### config.mk
export PLATFORM = sky130hd
export DESIGN_NAME = svpwm_sequencer
export DESIGN_NICKNAME = d
export VERILOG_FILES = /design/src/rtl/svpwm_pkg.sv /design/src/rtl/svpwm_period_counter.sv /design/src/rtl/svpwm_cmd_latch.sv /design/src/rtl/svpwm_pattern.sv /design/src/rtl/svpwm_sequencer.sv
export SDC_FILE = /design/constraint.sdc
export NUM_CORES = 1
export LEC_CHECK = 0
export BUFFER_PORTS_ARGS = -buffer_cell sky130_fd_sc_hd__buf_2
export CORE_MARGIN = 5
export CORE_UTILIZATION = 59
export DETAILED_ROUTE_END_ITERATION = 10
export GPL_TIMING_DRIVEN = 0
export PLACE_DENSITY_LB_ADDON = 0.15
export SLEW_MARGIN = 20
export SYNTH_ARGS = -nofsm -noshare
export SYNTH_HDL_FRONTEND = slang
export SYNTH_SLANG_ARGS = --single-unit
### constraint.sdc
create_clock -name clk -period 6.3 [get_ports clk]
set_clock_uncertainty 0.15 [all_clocks]
set_input_delay 0 -clock clk [delete_from_list [all_inputs] [get_ports clk]]
set_output_delay 0 -clock clk [all_outputs]
set_load 0.02 [all_outputs]
### src/rtl/svpwm_pkg.sv
// Shared types and vector table for the space vector sequencer.
package svpwm_pkg;

    typedef enum logic {
        SEQ_RIGHT  = 1'b0,
        SEQ_CENTER = 1'b1
    } seq_mode_e;

    typedef logic [2:0] leg_state_t;

    localparam leg_state_t ST_ALL_LOW  = 3'b000;
    localparam leg_state_t ST_ALL_HIGH = 3'b111;

    // Active vector k (1..6) as upper-leg levels, bit 0 = leg a.
    function automatic leg_state_t active_vec(input logic [2:0] k);
        case (k)
            3'd1:    active_vec = 3'b001;
            3'd2:    active_vec = 3'b011;
            3'd3:    active_vec = 3'b010;
            3'd4:    active_vec = 3'b110;
            3'd5:    active_vec = 3'b100;
            3'd6:    active_vec = 3'b101;
            default: active_vec = ST_ALL_LOW;
        endcase
    endfunction

endpackage

### src/rtl/svpwm_period_counter.sv
// Free-running switching-period counter.
// Counts 0..PERIOD-1; flags the last tick and strobes the first tick after a wrap.
// Assumes PERIOD >= 2 and PERIOD < 2**CNT_W.
module svpwm_period_counter #(
    parameter int PERIOD = 40,
    parameter int CNT_W  = 8
) (
    input  logic             clk,
    input  logic             rst_n,
    output logic [CNT_W-1:0] cnt,
    output logic             last_tick,
    output logic             start_strobe
);
    localparam logic [CNT_W-1:0] LAST = CNT_W'(PERIOD - 1);

    assign last_tick = (cnt == LAST);

    // Advance the tick count and wrap at the period end.
    always_ff @(posedge clk) begin
        if (!rst_n)         cnt <= '0;
        else if (last_tick) cnt <= '0;
        else                cnt <= cnt + 1'b1;
    end

    // Strobe tick 0 of every period entered through a wrap.
    always_ff @(posedge clk) begin
        if (!rst_n) start_strobe <= 1'b0;
        else        start_strobe <= last_tick;
    end
endmodule

### src/rtl/svpwm_cmd_latch.sv
// Samples the per-period command on load and resolves the sector into
// an ordered pair of active vectors with their durations.
// The first vector is always the single-high one, so leaving 000 moves one leg.
module svpwm_cmd_latch
    import svpwm_pkg::*;
#(
    parameter int CNT_W = 8
) (
    input  logic             clk,
    input  logic             rst_n,
    input  logic             load,
    input  logic [2:0]       sector,
    input  logic             mode_in,
    input  logic [CNT_W-1:0] z_in,
    input  logic [CNT_W-1:0] lo_in,
    input  logic [CNT_W-1:0] up_in,
    output logic             valid,
    output seq_mode_e        mode_q,
    output leg_state_t       vec_first,
    output leg_state_t       vec_second,
    output logic [CNT_W-1:0] t_first,
    output logic [CNT_W-1:0] t_second,
    output logic [CNT_W-1:0] t_zero
);
    logic [2:0] next_sec;
    logic       odd_sec;
    logic       sec_ok;

    // Neighbour vector index and sector parity.
    always_comb begin
        next_sec = (sector == 3'd6) ? 3'd1 : sector + 3'd1;
        odd_sec  = sector[0];
        sec_ok   = (sector != 3'd0) && (sector != 3'd7);
    end

    // Hold the resolved command for the whole period.
    always_ff @(posedge clk) begin
        if (!rst_n) begin
            valid      <= 1'b0;
            mode_q     <= SEQ_RIGHT;
            vec_first  <= ST_ALL_LOW;
            vec_second <= ST_ALL_LOW;
            t_first    <= '0;
            t_second   <= '0;
            t_zero     <= '0;
        end else if (load) begin
            valid      <= sec_ok;
            mode_q     <= seq_mode_e'(mode_in);
            vec_first  <= odd_sec ? active_vec(sector)   : active_vec(next_sec);
            vec_second <= odd_sec ? active_vec(next_sec) : active_vec(sector);
            t_first    <= odd_sec ? lo_in : up_in;
            t_second   <= odd_sec ? up_in : lo_in;
            t_zero     <= z_in;
        end
    end
endmodule

### src/rtl/svpwm_pattern.sv
// Maps the tick count to a switching state from the held command.
// Boundaries are compared against the count; no per-interval counters.
// Assumes the held counts sum to PERIOD; truncation leftovers land in 111.
module svpwm_pattern
    import svpwm_pkg::*;
#(
    parameter int PERIOD = 40,
    parameter int CNT_W  = 8
) (
    input  logic [CNT_W-1:0] cnt,
    input  logic             valid,
    input  seq_mode_e        mode_q,
    input  leg_state_t       vec_first,
    input  leg_state_t       vec_second,
    input  logic [CNT_W-1:0] t_first,
    input  logic [CNT_W-1:0] t_second,
    input  logic [CNT_W-1:0] t_zero,
    output leg_state_t       state
);
    localparam int EW = CNT_W + 2;
    localparam logic [EW-1:0] P_E = EW'(PERIOD);

    logic [EW-1:0] c, zf, tf, ts;
    logic [EW-1:0] r0, r1, r2;
    logic [EW-1:0] s0, s1, s2, s3, s4, s5;
    leg_state_t    st_right, st_center;

    // Widen the operands so sums cannot overflow.
    always_comb begin
        c  = EW'(cnt);
        zf = EW'(t_zero);
        tf = EW'(t_first);
        ts = EW'(t_second);
    end

    // Right-aligned boundaries and state.
    always_comb begin
        r0 = zf >> 1;
        r1 = r0 + tf;
        r2 = r1 + ts;
        if      (c < r0) st_right = ST_ALL_LOW;
        else if (c < r1) st_right = vec_first;
        else if (c < r2) st_right = vec_second;
        else             st_right = ST_ALL_HIGH;
    end

    // Centre-symmetric boundaries and state.
    always_comb begin
        s0 = zf >> 2;
        s1 = s0 + (tf >> 1);
        s2 = s1 + (ts >> 1);
        s3 = P_E - s2;
        s4 = P_E - s1;
        s5 = P_E - s0;
        if      (c < s0) st_center = ST_ALL_LOW;
        else if (c < s1) st_center = vec_first;
        else if (c < s2) st_center = vec_second;
        else if (c < s3) st_center = ST_ALL_HIGH;
        else if (c < s4) st_center = vec_second;
        else if (c < s5) st_center = vec_first;
        else             st_center = ST_ALL_LOW;
    end

    // Pick the layout; an invalid sector parks every leg low.
    always_comb begin
        if (!valid)                    state = ST_ALL_LOW;
        else if (mode_q == SEQ_CENTER) state = st_center;
        else                           state = st_right;
    end
endmodule

### src/rtl/svpwm_sequencer.sv
// Space vector PWM sequencer top: period counter, command latch, state decode.
// Gates are decoded from registered count and command only.
// Assumes commands whose three counts sum to PERIOD.
module svpwm_sequencer
    import svpwm_pkg::*;
#(
    parameter int PERIOD = 40,
    parameter int CNT_W  = 8
) (
    input  logic             clk,
    input  logic             rst_n,
    input  logic             seq_mode,
    input  logic [2:0]       sector_in,
    input  logic [CNT_W-1:0] t_zero_in,
    input  logic [CNT_W-1:0] t_lower_in,
    input  logic [CNT_W-1:0] t_upper_in,
    output logic [2:0]       gate_hi,
    output logic             period_start
);
    logic [CNT_W-1:0] cnt_q;
    logic             wrap;
    logic             cmd_valid;
    seq_mode_e        mode_q;
    leg_state_t       vec_first, vec_second, state;
    logic [CNT_W-1:0] t_first, t_second, t_zero;

    svpwm_period_counter #(.PERIOD(PERIOD), .CNT_W(CNT_W)) u_cnt (
        .clk(clk), .rst_n(rst_n), .cnt(cnt_q),
        .last_tick(wrap), .start_strobe(period_start)
    );

    svpwm_cmd_latch #(.CNT_W(CNT_W)) u_cmd (
        .clk(clk), .rst_n(rst_n), .load(wrap),
        .sector(sector_in), .mode_in(seq_mode),
        .z_in(t_zero_in), .lo_in(t_lower_in), .up_in(t_upper_in),
        .valid(cmd_valid), .mode_q(mode_q),
        .vec_first(vec_first), .vec_second(vec_second),
        .t_first(t_first), .t_second(t_second), .t_zero(t_zero)
    );

    svpwm_pattern #(.PERIOD(PERIOD), .CNT_W(CNT_W)) u_pat (
        .cnt(cnt_q), .valid(cmd_valid), .mode_q(mode_q),
        .vec_first(vec_first), .vec_second(vec_second),
        .t_first(t_first), .t_second(t_second), .t_zero(t_zero),
        .state(state)
    );

    assign gate_hi = state;
endmodule

==> impl_metrics.sql, run 1 <==
INSERT INTO impl_metrics (metric_group, metric, value, unit) VALUES
('drt', 'final_antenna_net_count', '0', ''),
('floorplan', 'io-pin-count', '34', ''),
('status', 'outcome', 'finished, final reports clean', ''),
('floorplan', 'floorplan.die_area', '0.009525', 'sq mm'),
('grt', 'grt_use_total', '0.2510', ''),
('flow_run', 'drv_cap', '0', ''),
('logic_synthesis', 'postSynthNetCount', '669', ''),
('drt', 'post-route-drc-count', '0', ''),
('grt', 'first_global_vias', '4277', ''),
('finish', 'final-instance-count-excl-fill', '727', ''),
('place', 'placed_cells_incl_taps', '681', ''),
('sta', 'unrepaired_setup_endpoints_after_global_routing', 'false', ''),
('clock_tree', 'clkSinkCount', '40', ''),
('drt', 'finalWirelength', '11980', 'um'),
('floorplan', 'placement_rows', '32', ''),
('critical_path', 'crit_chain', 'ha_1 -> inv_1 -> fa_1 -> inv_1 -> a21oi_1 -> o21bai_1 -> xor2_2 -> ha_1 -> nand3_1 -> o2111ai_1 -> xor2_1 -> inv_1 -> ha_1 -> and3_1 -> a211o_1 -> o31ai_4 -> a21oi_1 -> o2111a_1 -> a221o_1 -> a2111o_1 -> buf_2', ''),
('logic_synthesis', 'yosys_register_bits', '40', ''),
('floorplan', 'dieWidth', '97.60', 'um'),
('logic_synthesis', 'yosysUniqueCellTypes', '51', ''),
('sta', 'final_min_period', '5933', 'ps'),
('critical_path', 'critical_path.startpoint_type', 'flop', ''),
('critical_path', 'timing.critical_path.slowest_stage_cell', 'dfxtp_1', ''),
('critical_path', 'cell_class_contributing_the_biggest_share_of_worst_path_delay', 'compound AO/OA/AOI/OAI gates', ''),
('sta', 'max_slew.worst_pin.slew', '726.8', 'ps'),
('logic_synthesis', 'post_synth_instance_area', '0.004527', 'sq mm'),
('sta', 'finalSetupViolCount', '0', ''),
('grt', 'grt_start_max_net_pins', '15', ''),
('sta', 'fin_crit_sh', '0.9418', ''),
('critical_path', 'worst_setup_path_end_kind', 'primary output', ''),
('critical_path', 'timing.critical_path.slowest_cell_delay', '510', 'ps'),
('place', 'place.gp.congestion', '0.9008', ''),
('finish', 'layout.cells.most_common', 'ha_1', ''),
('logic_synthesis', 'ys.flop_type', 'dfxtp_1', ''),
('critical_path', 'critPathBufInv', '4', ''),
('sta', 'slew_headroom', '0.5120', ''),
('floorplan', 'initial_utilization', '0.5951', ''),
('clock_tree', 'clock_tree.htree_level_count', '2', ''),
('place', 'detailedPlacementHpwl', '9226', 'um'),
('critical_path', 'cp_data_required_time', '6150', 'ps'),
('power', 'leakage', '2.541', 'nW'),
('drt', 'drt-vias-per-instance', '5.911', ''),
('clock_tree', 'clock-root-buffer', 'clkbuf_8', ''),
('logic_synthesis', 'postSynthCellCount', '550', ''),
('critical_path', 'crit_type', 'reg2out', ''),
('min_path', 'min-delay-path-class', 'in2reg', ''),
('place', 'buffer_ports.inserted', '29', ''),
('clock_tree', 'clock_latency_late_sink', '310', 'ps'),
('drt', 'vias', '4297', ''),
('clock_tree', 'clockBufferDepth', '2', ''),
('grt', 'antenna_found_initial', '0', ''),
('clock_tree', 'clkSlewWorstSetupHoldPaths', '90', 'ps'),
('finish', 'multiInputGateArea', '0.003506', 'sq mm'),
('power', 'max-vdd-ir-drop', '0.1088', 'mV'),
('grt', 'grt_residual_overflow', '0', ''),
('finish', 'regArea', '800.8', 'sq um'),
('logic_synthesis', 'synth_edf_count', '0', ''),
('critical_path', 'crit_arrival', '5780', 'ps'),
('grt', 'first_pass_grt_wire_length', '19590', 'um'),
('sta', 'final_hold_viol_count', '0', ''),
('sta', 'max_freq', '168.5', 'MHz'),
('drt', 'detailedRoute.firstPassIterationCount', '5', ''),
('finish', 'nFillCells', '620', ''),
('sta', 'drv_slew', '0', ''),
('drt', 'iter_0_drt_violations', '192', ''),
('finish', 'antenna_diode_count', '0', ''),
('clock_tree', 'tritoncts', 'done', ''),
('logic_synthesis', 'synth_async_sr_flop_share', '0', ''),
('drt', 'wire_per_inst', '16.48', 'um'),
('sta', 'fin_setup_tns', '0', 'ps'),
('logic_synthesis', 'yosys_warnings', '0', ''),
('floorplan', 'floorplan.core_area', '0.007607', 'sq mm'),
('finish', 'final_cell_mix', 'ha_1, nand2_1, inv_1', ''),
('finish', 'drive_above_1_share', '0.07840', ''),
('finish', 'finish.net_count', '743', ''),
('critical_path', 'path_max_fanout', '6', ''),
('floorplan', 'chipHeight', '97.60', 'um'),
('finish', 'synthToLayoutAreaGrowth', '17.14', '%'),
('clock_tree', 'inserted_clock_buffers', '5', ''),
('logic_synthesis', 'synthesis.area_per_instance', '8.231', 'sq um'),
('logic_synthesis', 'synth.yosys.seq_area_share', '0.1769', ''),
('power', 'cellPowerDensity', '108.8', 'mW/mm^2');
==> per-stage QoR <==
stage | setup slack, ps | cell area, sq um | hold WS (ps) | total power, mW | util
after floorplan | 1375 | 4527 | -5.085 | 0.3146 | -
after global placement | 681.6 | 4800 | 101.0 | 0.3364 | 0.6309
after detailed placement | 594.5 | 4800 | 109.3 | 0.3393 | 0.6309
after CTS | 244.7 | 5295 | 23.78 | 0.5777 | 0.6961
after global routing | 14.16 | 5303 | 52.18 | 0.6028 | 0.6970
final | 366.5 | 5303 | 28.96 | 0.5769 | 0.6970
==> sequential cells by signal, summed over array words and instances, names as in the netlist <==
register            count
u_cmd.mode_q            1
u_cmd.t_first           8
u_cmd.t_second          8
u_cmd.t_zero            7
u_cmd.valid             1
u_cmd.vec_first         3
u_cmd.vec_second        3
u_cnt.cnt               8
u_cnt.start_strobe      1
==> layout make-up <==
class,instances,area share
clock buffer,5,0.01298
timing repair buffer,67,0.09910
buffer,18,0.01321
multi-input combinational,450,0.6612
clock inverter,3,0.008731
tap,102,0.02407
sequential,40,0.1510
inverter,42,0.02973
==> path summary, 6_finish.rpt <==
kind	from	end	slack (ps)	cells past startpoint
setup reg to reg	u_cnt.cnt[1]$_SDFF_PP0_	u_cmd.t_zero[2]$_SDFFE_PN0P_	3310	8
hold / removal	sector_in[0]	u_cmd.vec_second[2]$_SDFFE_PN0P_	30	5
setup / recovery	u_cmd.t_zero[2]$_SDFFE_PN0P_	gate_hi[2]	370	21
hold reg to reg	u_cmd.vec_second[1]$_SDFFE_PN0P_	u_cmd.vec_second[1]$_SDFFE_PN0P_	360	2
==> synthesized netlist by cell type, drive strengths merged (2+ instances only) <==
library cell,count,area [sq um]
o211a,20,200.2
o21bai,7,52.55
a31oi,3,18.77
and3,5,31.28
fa,4,80.08
clkbuf,14,52.55
nand3b,3,22.52
nor2,18,70.07
buf,4,17.52
o2111ai,2,17.52
xnor2,30,270.3
a211oi,7,62.56
and2,3,18.77
nand2,64,240.2
nor3b,5,37.54
a21boi,14,105.1
o21a,9,67.56
or3,2,12.51
ha,85,1064
a21o,11,82.58
nand3,16,80.08
o21ai,28,140.1
inv,42,157.7
nor3,9,45.04
a2111oi,6,52.55
dfxtp,40,800.8
or2,2,12.51
mux2i,16,160.2
nor2b,3,18.77
xor2,13,113.9
nand2b,9,56.30
o211ai,4,30.03
a2111o,3,33.78
a21oi,38,193.9
==> cells by family after synthesis <==
kind of cell | synth area share
compound gates | 0.2529
flops | 0.1769
buf+inv | 0.05030
simple gates | 0.1470
mux | 0.03538
fa+ha+maj | 0.2526
xor+xnor | 0.08485
==> power by group <==
part,switching (mW),total [mW],internal (mW),leakage [nW]
Clock,0.106,0.225,0.119,0.0548
Sequential,0.00742,0.262,0.254,0.323
Combinational,0.0399,0.0902,0.0503,2.16
==> worst register-to-register path: cells and delay by family, from the launching register on <==
kind / cells / cell delay (ps)
and+or+nand+nor: 3 / 440
adders and majority gates: 1 / 330
buffers and inverters: 3 / 1140
DFF: 1 / 700
AOI/OAI and AO/OA: 1 / 180
==> metal layers <==
metal	wire [um]	GRT usage
met5	0	0
met4	364	0.1065
met3	628	0.03877
met2	5839	0.4486
met1	5147	0.2955
==> repair_timing <==
| item | 4_1_cts | 5_1_grt |
|---|---|---|
| resized for setup | 0 | 1 |
| setup buffers | 0 | 0 |
| endpoints found under the hold margin | 28 | 0 |
| setup endpoints to repair | 0 | 3 |
| hold buffers | 38 | 0 |
No activity file was read; power rests on OpenSTA's default activity.
==> inputs of run 2 (changes only) <==
- CORE_UTILIZATION: 59 -> 56
- SLEW_MARGIN: 20 -> not set
- clock period: 6.3 -> 5.4 ns (I/O delays scaled with it)
==> run 2 against run 1 <==
Against the previous run:
- sequential power is 17% higher
- critical path depth unchanged
- design area increased by 4.7%
- sequential share of layout area fell by 0.55 points
- via count about the same
- non-clock buffer count rose by 11
- first-iteration DRC count fell by 8.3%
- highest routed layer unchanged
- hold slack worse by 12 ps
- routed wire length rose by 4.2%
- global-route usage about the same
- critical path type unchanged
- cell count up 1.5%
==> impl_metrics.sql, run 2 (synthesized netlist as in run 1, its figures left out) <==
INSERT INTO impl_metrics (metric_group, metric, value, unit) VALUES
('clock_tree', 'clock-root-buffer', 'clkbuf_8', ''),
('grt', 'grt_start_max_net_pins', '15', ''),
('critical_path', 'timing.critical_path.mode_cell', 'ha_4', ''),
('critical_path', 'path_max_fanout', '7', ''),
('floorplan', 'placement_rows', '32', ''),
('floorplan', 'floorplan.die_area', '0.009982', 'sq mm'),
('critical_path', 'crit_chain', 'ha_1 -> clkbuf_4 -> o21ai_1 -> or2_2 -> nand2_4 -> inv_1 -> ha_4 -> nand3_2 -> o2111ai_2 -> xor2_1 -> buf_4 -> inv_4 -> ha_4 -> and3_4 -> a211o_1 -> o31ai_4 -> a31oi_1 -> o2111a_2 -> a221o_1 -> a2111o_1 -> buf_6', ''),
('sta', 'finalSetupViolCount', '0', ''),
('floorplan', 'initial_utilization', '0.5798', ''),
('place', 'detailedPlacementHpwl', '9131', 'um'),
('floorplan', 'dieWidth', '99.91', 'um'),
('finish', 'nFillCells', '629', ''),
('drt', 'vias', '4299', ''),
('sta', 'worst_setup_margin', '65.70', 'ps'),
('critical_path', 'crit_arrival', '5180', 'ps'),
('power', 'leakage', '2.630', 'nW'),
('clock_tree', 'inserted_clock_buffers', '5', ''),
('critical_path', 'timing.critical_path.slowest_stage_cell', 'a2111o_1', ''),
('sta', 'max_freq', '187.5', 'MHz'),
('clock_tree', 'clockBufferDepth', '2', ''),
('drt', 'finalWirelength', '12480', 'um'),
('drt', 'wire_per_inst', '16.92', 'um'),
('power', 'max-vdd-ir-drop', '0.1224', 'mV'),
('flow_run', 'drv_cap', '0', ''),
('drt', 'post-route-drc-count', '0', ''),
('critical_path', 'critical_path.startpoint_type', 'flop', ''),
('power', 'report.power.total', '679.4', 'uW'),
('grt', 'first_pass_grt_wire_length', '20020', 'um'),
('floorplan', 'io-pin-count', '34', ''),
('place', 'buffer_ports.inserted', '29', ''),
('drt', 'iter_0_drt_violations', '176', ''),
('clock_tree', 'tritoncts', 'done', ''),
('finish', 'layout_top_registers', 'u_cmd.t_first x8, u_cmd.t_second x8, u_cnt.cnt x8', ''),
('place', 'place_ws', '-366.5', 'ps'),
('floorplan', 'chipHeight', '99.91', 'um'),
('finish', 'synthToLayoutAreaGrowth', '22.66', '%'),
('grt', 'antenna_found_initial', '0', ''),
('status', 'outcome', 'finished, final reports clean', ''),
('floorplan', 'floorplan.core_area', '0.007807', 'sq mm'),
('finish', 'layout.cells.most_common', 'ha_1', ''),
('finish', 'antenna_diode_count', '0', ''),
('finish', 'final_cell_mix', 'ha_1, nand2_1, inv_1, dlygate4sd3_1', ''),
('sta', 'slew_headroom', '0.5120', ''),
('finish', 'drive_above_1_share', '0.1336', ''),
('finish', 'finish.net_count', '754', ''),
('critical_path', 'crit_type', 'reg2out', ''),
('power', 'cellPowerDensity', '122.3', 'mW/mm^2'),
('critical_path', 'cp_data_required_time', '5250', 'ps'),
('drt', 'final_antenna_net_count', '0', ''),
('grt', 'first_global_vias', '4189', ''),
('min_path', 'min-delay-path-class', 'in2reg', ''),
('critical_path', 'worst_setup_path_end_kind', 'primary output', ''),
('sta', 'max_slew.worst_pin.slew', '731.1', 'ps'),
('sta', 'drv_slew', '0', ''),
('drt', 'detailedRoute.firstPassIterationCount', '4', ''),
('clock_tree', 'clock_latency_late_sink', '310', 'ps'),
('sta', 'final_hold_viol_count', '0', ''),
('clock_tree', 'clock_tree.htree_level_count', '2', ''),
('sta', 'final_min_period', '5334', 'ps'),
('place', 'place.gp.congestion', '0.8395', ''),
('sta', 'fin_crit_sh', '0.9878', ''),
('clock_tree', 'clkSinkCount', '40', ''),
('drt', 'drt-vias-per-instance', '5.825', ''),
('clock_tree', 'clkSlewWorstSetupHoldPaths', '90', 'ps'),
('grt', 'grt_residual_overflow', '0', ''),
('critical_path', 'timing.critical_path.slowest_cell_delay', '470', 'ps'),
('sta', 'unrepaired_setup_endpoints_after_global_routing', 'true', ''),
('grt', 'grt_use_total', '0.2513', '');
run 2: final timing paths:
path | start | endpoint | slack (ps) | cells past startpoint
hold reg to reg | u_cmd.vec_first[2]$_SDFFE_PN0P_ | u_cmd.vec_first[2]$_SDFFE_PN0P_ | 350 | 2
setup reg to reg | u_cnt.cnt[1]$_SDFF_PP0_ | u_cmd.t_zero[1]$_SDFFE_PN0P_ | 2280 | 8
hold / removal | sector_in[0] | u_cmd.vec_second[2]$_SDFFE_PN0P_ | 20 | 5
setup / recovery | u_cmd.t_zero[4]$_SDFFE_PN0P_ | gate_hi[0] | 70 | 21
run 2: worst max-delay path, delay by kind of cell (launching register included):
family,cells,cell delay [ps]
AO/OA/AOI/OAI,8,2190
XOR/XNOR,1,170
adder cells (fa/ha/maj),3,830
buffers and inverters,5,640
flip-flops,1,380
AND/OR/NAND/NOR,4,670
run 2: repair_timing:
item | CTS | global route
pin swaps | 8 | 21
buffers inserted | 5 | 5
hold endpoints to repair | 28 | 0
gates resized for setup | 13 | 24
endpoints found under the setup margin | 3 | 3
hold buffers | 39 | 0
run 2: metal layers:
| layer | global-route usage | part of all wire |
|---|---|---|
| met5 | 0 | 0 |
| met4 | 0.1271 | 0.033 |
| met3 | 0.03683 | 0.034 |
| met2 | 0.4161 | 0.48 |
| met1 | 0.3171 | 0.45 |
run 2: power by group:
| part | internal, mW | total [mW] | switching (mW) |
|---|---|---|---|
| logic | 0.0599 | 0.109 | 0.0488 |
| registers | 0.296 | 0.306 | 0.00949 |
| clock network | 0.139 | 0.265 | 0.126 |
| total | 0.495 | 0.679 | 0.184 |
run 2: cell type report:
type,count,area (sq um),area share
plain buffers,18,72.57,0.01307
clock buffers,5,68.82,0.01239
clock inverters,3,46.29,0.008337
inverters,42,160.2,0.02884
multi-input cells,450,3646,0.6566
flip-flops and latches,40,808.3,0.1456
well taps,102,127.6,0.02298
repair buffers,78,623.1,0.1122
run 2: stage by stage:
stage               hold WS [ps]  std cells  setup TNS (ps)  cell area, sq um  utilization
finish                     16.55        738               0              5553       0.7112
CTS                        4.307        733               0              5394       0.6909
detailed placement         114.6        681           -1056              4800       0.6147
global placement           101.0        681          -784.9              4800       0.6147
global route               45.22        738          -231.0              5553       0.7112
floorplan                 -5.085        550               0              4527            -
==> inputs of run 3 (changes only) <==
- ABC_AREA: not set -> 1
- CAP_MARGIN: not set -> 20
- CORE_UTILIZATION: 56 -> 57
==> run 3 against run 2 <==
Against the previous run:
- combinational power rose by 33%
- routed wire length rose by 8.8%
- register-to-register slack got worse by 150 ps
- highest routed layer unchanged
- worst setup slack improved by 580 ps
- die area rose by 6.4%
- largest power group unchanged
- non-clock buffer count fell by 18
==> impl_metrics.sql, run 3 <==
INSERT INTO impl_metrics (metric_group, metric, value, unit) VALUES
('clock_tree', 'clock_tree.htree_level_count', '2', ''),
('place', 'detailedPlacementHpwl', '10700', 'um'),
('grt', 'grt_residual_overflow', '0', ''),
('clock_tree', 'inserted_clock_buffers', '5', ''),
('finish', 'layout.cells.most_common', 'nand2_1', ''),
('finish', 'final-instance-count-excl-fill', '904', ''),
('finish', 'antenna_diode_count', '0', ''),
('place', 'buffer_ports.inserted', '31', ''),
('floorplan', 'initial_utilization', '0.5741', ''),
('floorplan', 'chipHeight', '103.0', 'um'),
('logic_synthesis', 'post_synth_instance_area', '0.004933', 'sq mm'),
('drt', 'vias', '4919', ''),
('logic_synthesis', 'synth_edf_count', '0', ''),
('place', 'dpl-instance-area', '0.005224', 'sq mm'),
('drt', 'iter_0_drt_violations', '265', ''),
('clock_tree', 'clock_latency_late_sink', '300', 'ps'),
('finish', 'final_cell_mix', 'nand2_1, inv_1, ha_1', ''),
('floorplan', 'dieWidth', '103.0', 'um'),
('drt', 'wire_per_inst', '15.03', 'um'),
('drt', 'post-route-drc-count', '0', ''),
('finish', 'synthToLayoutAreaGrowth', '15.65', '%'),
('finish', 'drive_above_1_share', '0.1156', ''),
('sta', 'final_hold_viol_count', '0', ''),
('drt', 'drt-vias-per-instance', '5.441', ''),
('critical_path', 'crit_arrival', '4610', 'ps'),
('finish', 'layout_top_registers', 'u_cmd.t_first x8, u_cmd.t_second x8, u_cnt.cnt x8', ''),
('logic_synthesis', 'synthesis.area_per_instance', '6.843', 'sq um'),
('logic_synthesis', 'yosys_register_bits', '40', ''),
('logic_synthesis', 'synth.yosys.seq_area_share', '0.1623', ''),
('critical_path', 'timing.critical_path.slowest_stage_cell', 'fa_1', ''),
('sta', 'final_min_period', '4758', 'ps'),
('place', 'placed_cells_incl_taps', '860', ''),
('critical_path', 'timing.critical_path.mode_cell', 'nand2_1', ''),
('grt', 'first_pass_grt_wire_length', '22340', 'um'),
('sta', 'fin_setup_tns', '0', 'ps'),
('sta', 'fin_crit_sh', '0.8811', ''),
('clock_tree', 'clock-root-buffer', 'clkbuf_8', ''),
('clock_tree', 'clockBufferDepth', '2', ''),
('sta', 'worst_setup_margin', '642.0', 'ps'),
('logic_synthesis', 'synth.top_cells.by_area', 'ha_1, dfxtp_1, nand2_1', ''),
('critical_path', 'worst_setup_path_end_kind', 'primary output', ''),
('sta', 'finalSetupViolCount', '0', ''),
('floorplan', 'placement_rows', '34', ''),
('place', 'place.gp.congestion', '0.9749', ''),
('logic_synthesis', 'synth_async_sr_flop_share', '0', ''),
('grt', 'grt_use_total', '0.2679', ''),
('floorplan', 'floorplan.core_area', '0.008593', 'sq mm'),
('critical_path', 'rrSetupSlack', '2130', 'ps'),
('drt', 'detailedRoute.firstPassIterationCount', '4', ''),
('sta', 'max_slew.worst_pin.slew', '901.3', 'ps'),
('critical_path', 'path_max_fanout', '5', ''),
('drt', 'finalWirelength', '13580', 'um'),
('min_path', 'timing.hold.worst_path_depth', '3', ''),
('critical_path', 'rr_startpoint', 'u_cnt.cnt[1]$_SDFF_PP0_', ''),
('sta', 'fin_worst_hold_slack', '239.7', 'ps'),
('clock_tree', 'clkSlewWorstSetupHoldPaths', '80', 'ps'),
('critical_path', 'cp_data_required_time', '5250', 'ps'),
('power', 'leakage', '3.074', 'nW'),
('status', 'outcome', 'finished, final reports clean', ''),
('logic_synthesis', 'post-synth-top-area-cell', 'ha_1', ''),
('logic_synthesis', 'yosys-top-cells-count', 'nand2_1, inv_1, ha_1', ''),
('grt', 'first_global_vias', '4819', ''),
('logic_synthesis', 'post-synth-top-count-cell', 'nand2_1', ''),
('power', 'max-vdd-ir-drop', '0.1745', 'mV'),
('sta', 'slew_headroom', '0.3915', ''),
('finish', 'finish.net_count', '914', ''),
('clock_tree', 'post_cts_hold_buffer_count', '36', ''),
('critical_path', 'crit_type', 'reg2out', ''),
('critical_path', 'critical_path.reg2reg.endpoint', 'u_cmd.t_first[2]$_SDFFE_PN0P_', ''),
('flow_run', 'drv_cap', '0', ''),
('logic_synthesis', 'postSynthNetCount', '840', ''),
('floorplan', 'floorplan.die_area', '0.01062', 'sq mm'),
('critical_path', 'timing.critical_path.slowest_cell_delay', '480', 'ps'),
('logic_synthesis', 'postSynthCellCount', '721', ''),
('sta', 'max_freq', '210.2', 'MHz'),
('floorplan', 'io-pin-count', '34', ''),
('critical_path', 'worst_setup_path_startpoint', 'u_cmd.t_zero[2]$_SDFFE_PN0P_', ''),
('clock_tree', 'post_cts_resize_count', '0', ''),
('sta', 'unrepaired_setup_endpoints_after_global_routing', 'false', ''),
('logic_synthesis', 'yosysUniqueCellTypes', '48', ''),
('clock_tree', 'post_cts_setup_bufs', '0', ''),
('critical_path', 'reg2reg_depth', '10', ''),
('critical_path', 'crit_chain', 'ha_1 -> inv_1 -> fa_1 -> xor2_4 -> inv_1 -> ha_1 -> nand3_1 -> nand3_1 -> xnor2_1 -> nand2_1 -> xor2_1 -> ha_1 -> nand4_1 -> o21ai_0 -> nand2_1 -> nand2_1 -> nand3_1 -> nor2_2 -> nand2_1 -> nand2_1 -> nand3_1 -> nand2_1 -> a21oi_1 -> buf_2', ''),
('place', 'place_ws', '1002', 'ps'),
('sta', 'drv_slew', '0', ''),
('critical_path', 'critical_path.startpoint_type', 'flop', ''),
('logic_synthesis', 'synth_top_area_share', '0.2156', ''),
('critical_path', 'endpoint', 'gate_hi[0]', ''),
('min_path', 'min-delay-path-class', 'in2reg', ''),
('finish', 'final_design_area_no_fill', '0.005705', 'sq mm'),
('drt', 'final_antenna_net_count', '0', ''),
('clock_tree', 'clkSinkCount', '40', ''),
('clock_tree', 'tritoncts', 'done', ''),
('logic_synthesis', 'yosys_warnings', '0', ''),
('power', 'cellPowerDensity', '125.2', 'mW/mm^2'),
('grt', 'antenna_found_initial', '0', ''),
('grt', 'grt_start_max_net_pins', '15', ''),
('logic_synthesis', 'ys.flop_type', 'dfxtp_1', '');
## run 3: cell types whose count changed in the layout (fill, tap and decap cells not counted), sizes merged, moves of 10 or more
cell / change
inv: +57
nor2: +40
o211a: -20
nand3: +29
nand4: +10
a21boi: -13
nand2: +142
xnor2: -20
## run 3: through the flow
stage | utilization | power, mW
2_1_floorplan | - | 0.3921
3_3_place_gp | 0.6079 | 0.4292
3_5_place_dp | 0.6079 | 0.4339
4_1_cts | 0.6639 | 0.7163
5_1_grt | 0.6639 | 0.7503
6_report | 0.6639 | 0.7142
## run 3: layer usage
layer / share of wire / global-route usage
met2: 0.50 / 0.4830
met5: 0 / 0
met3: 0.039 / 0.02233
met1: 0.42 / 0.3254
met4: 0.036 / 0.1116
## run 3: power breakdown
group	internal, mW	leakage, nW	switching (mW)	total, mW
logic	0.0696	2.69	0.0757	0.145
clock network	0.151	0.0614	0.112	0.264
registers	0.296	0.323	0.00894	0.305
## run 3: critical path, delay by kind of cell, from the launching register on
family	cells	cell delay (ps)
adder cells (fa/ha/maj)	4	1400
AND/OR/NAND/NOR	12	1110
XOR/XNOR	3	790
flip-flops	1	460
buffers and inverters	3	290
AO/OA/AOI/OAI	2	260
## run 3: worst min-delay path by stage
stage / from / end / slack [ps]
6_report: sector_in[0] / u_cmd.t_first[5]$_SDFFE_PN0P_ / 240
4_1_cts: sector_in[0] / u_cmd.t_first[5]$_SDFFE_PN0P_ / 240
2_1_floorplan: seq_mode / u_cmd.mode_q$_SDFFE_PN0P_ / -40
5_1_grt: sector_in[0] / u_cmd.t_first[4]$_SDFFE_PN0P_ / 270
3_3_place_gp: t_zero_in[7] / u_cmd.t_zero[7]$_SDFFE_PN0P_ / 50
3_5_place_dp: seq_mode / u_cmd.mode_q$_SDFFE_PN0P_ / 60
## run 3: cells by family (layout without fill, tap and decap cells)
family / count (synthesis) / after routing / share of synthesized area
adder cells (fa/ha/maj): 89 / 89 / 0.2318
flip-flops: 40 / 40 / 0.1623
multiplexers: 12 / 12 / 0.02435
XOR/XNOR: 29 / 29 / 0.05681
AND/OR/NAND/NOR: 332 / 332 / 0.3114
AO/OA/AOI/OAI: 105 / 105 / 0.1222
buffers and inverters: 114 / 189 / 0.09105
## run 3: layout make-up
type                       instances  area, sq um
buffer                            11        56.30
clock buffer                       6        82.58
clock inverter                     2        38.79
fill                             770         2888
inverter                         103        392.9
multi-input combinational        567         3684
sequential                        40        800.8
tap                              108        135.1
timing repair buffer              67        515.5
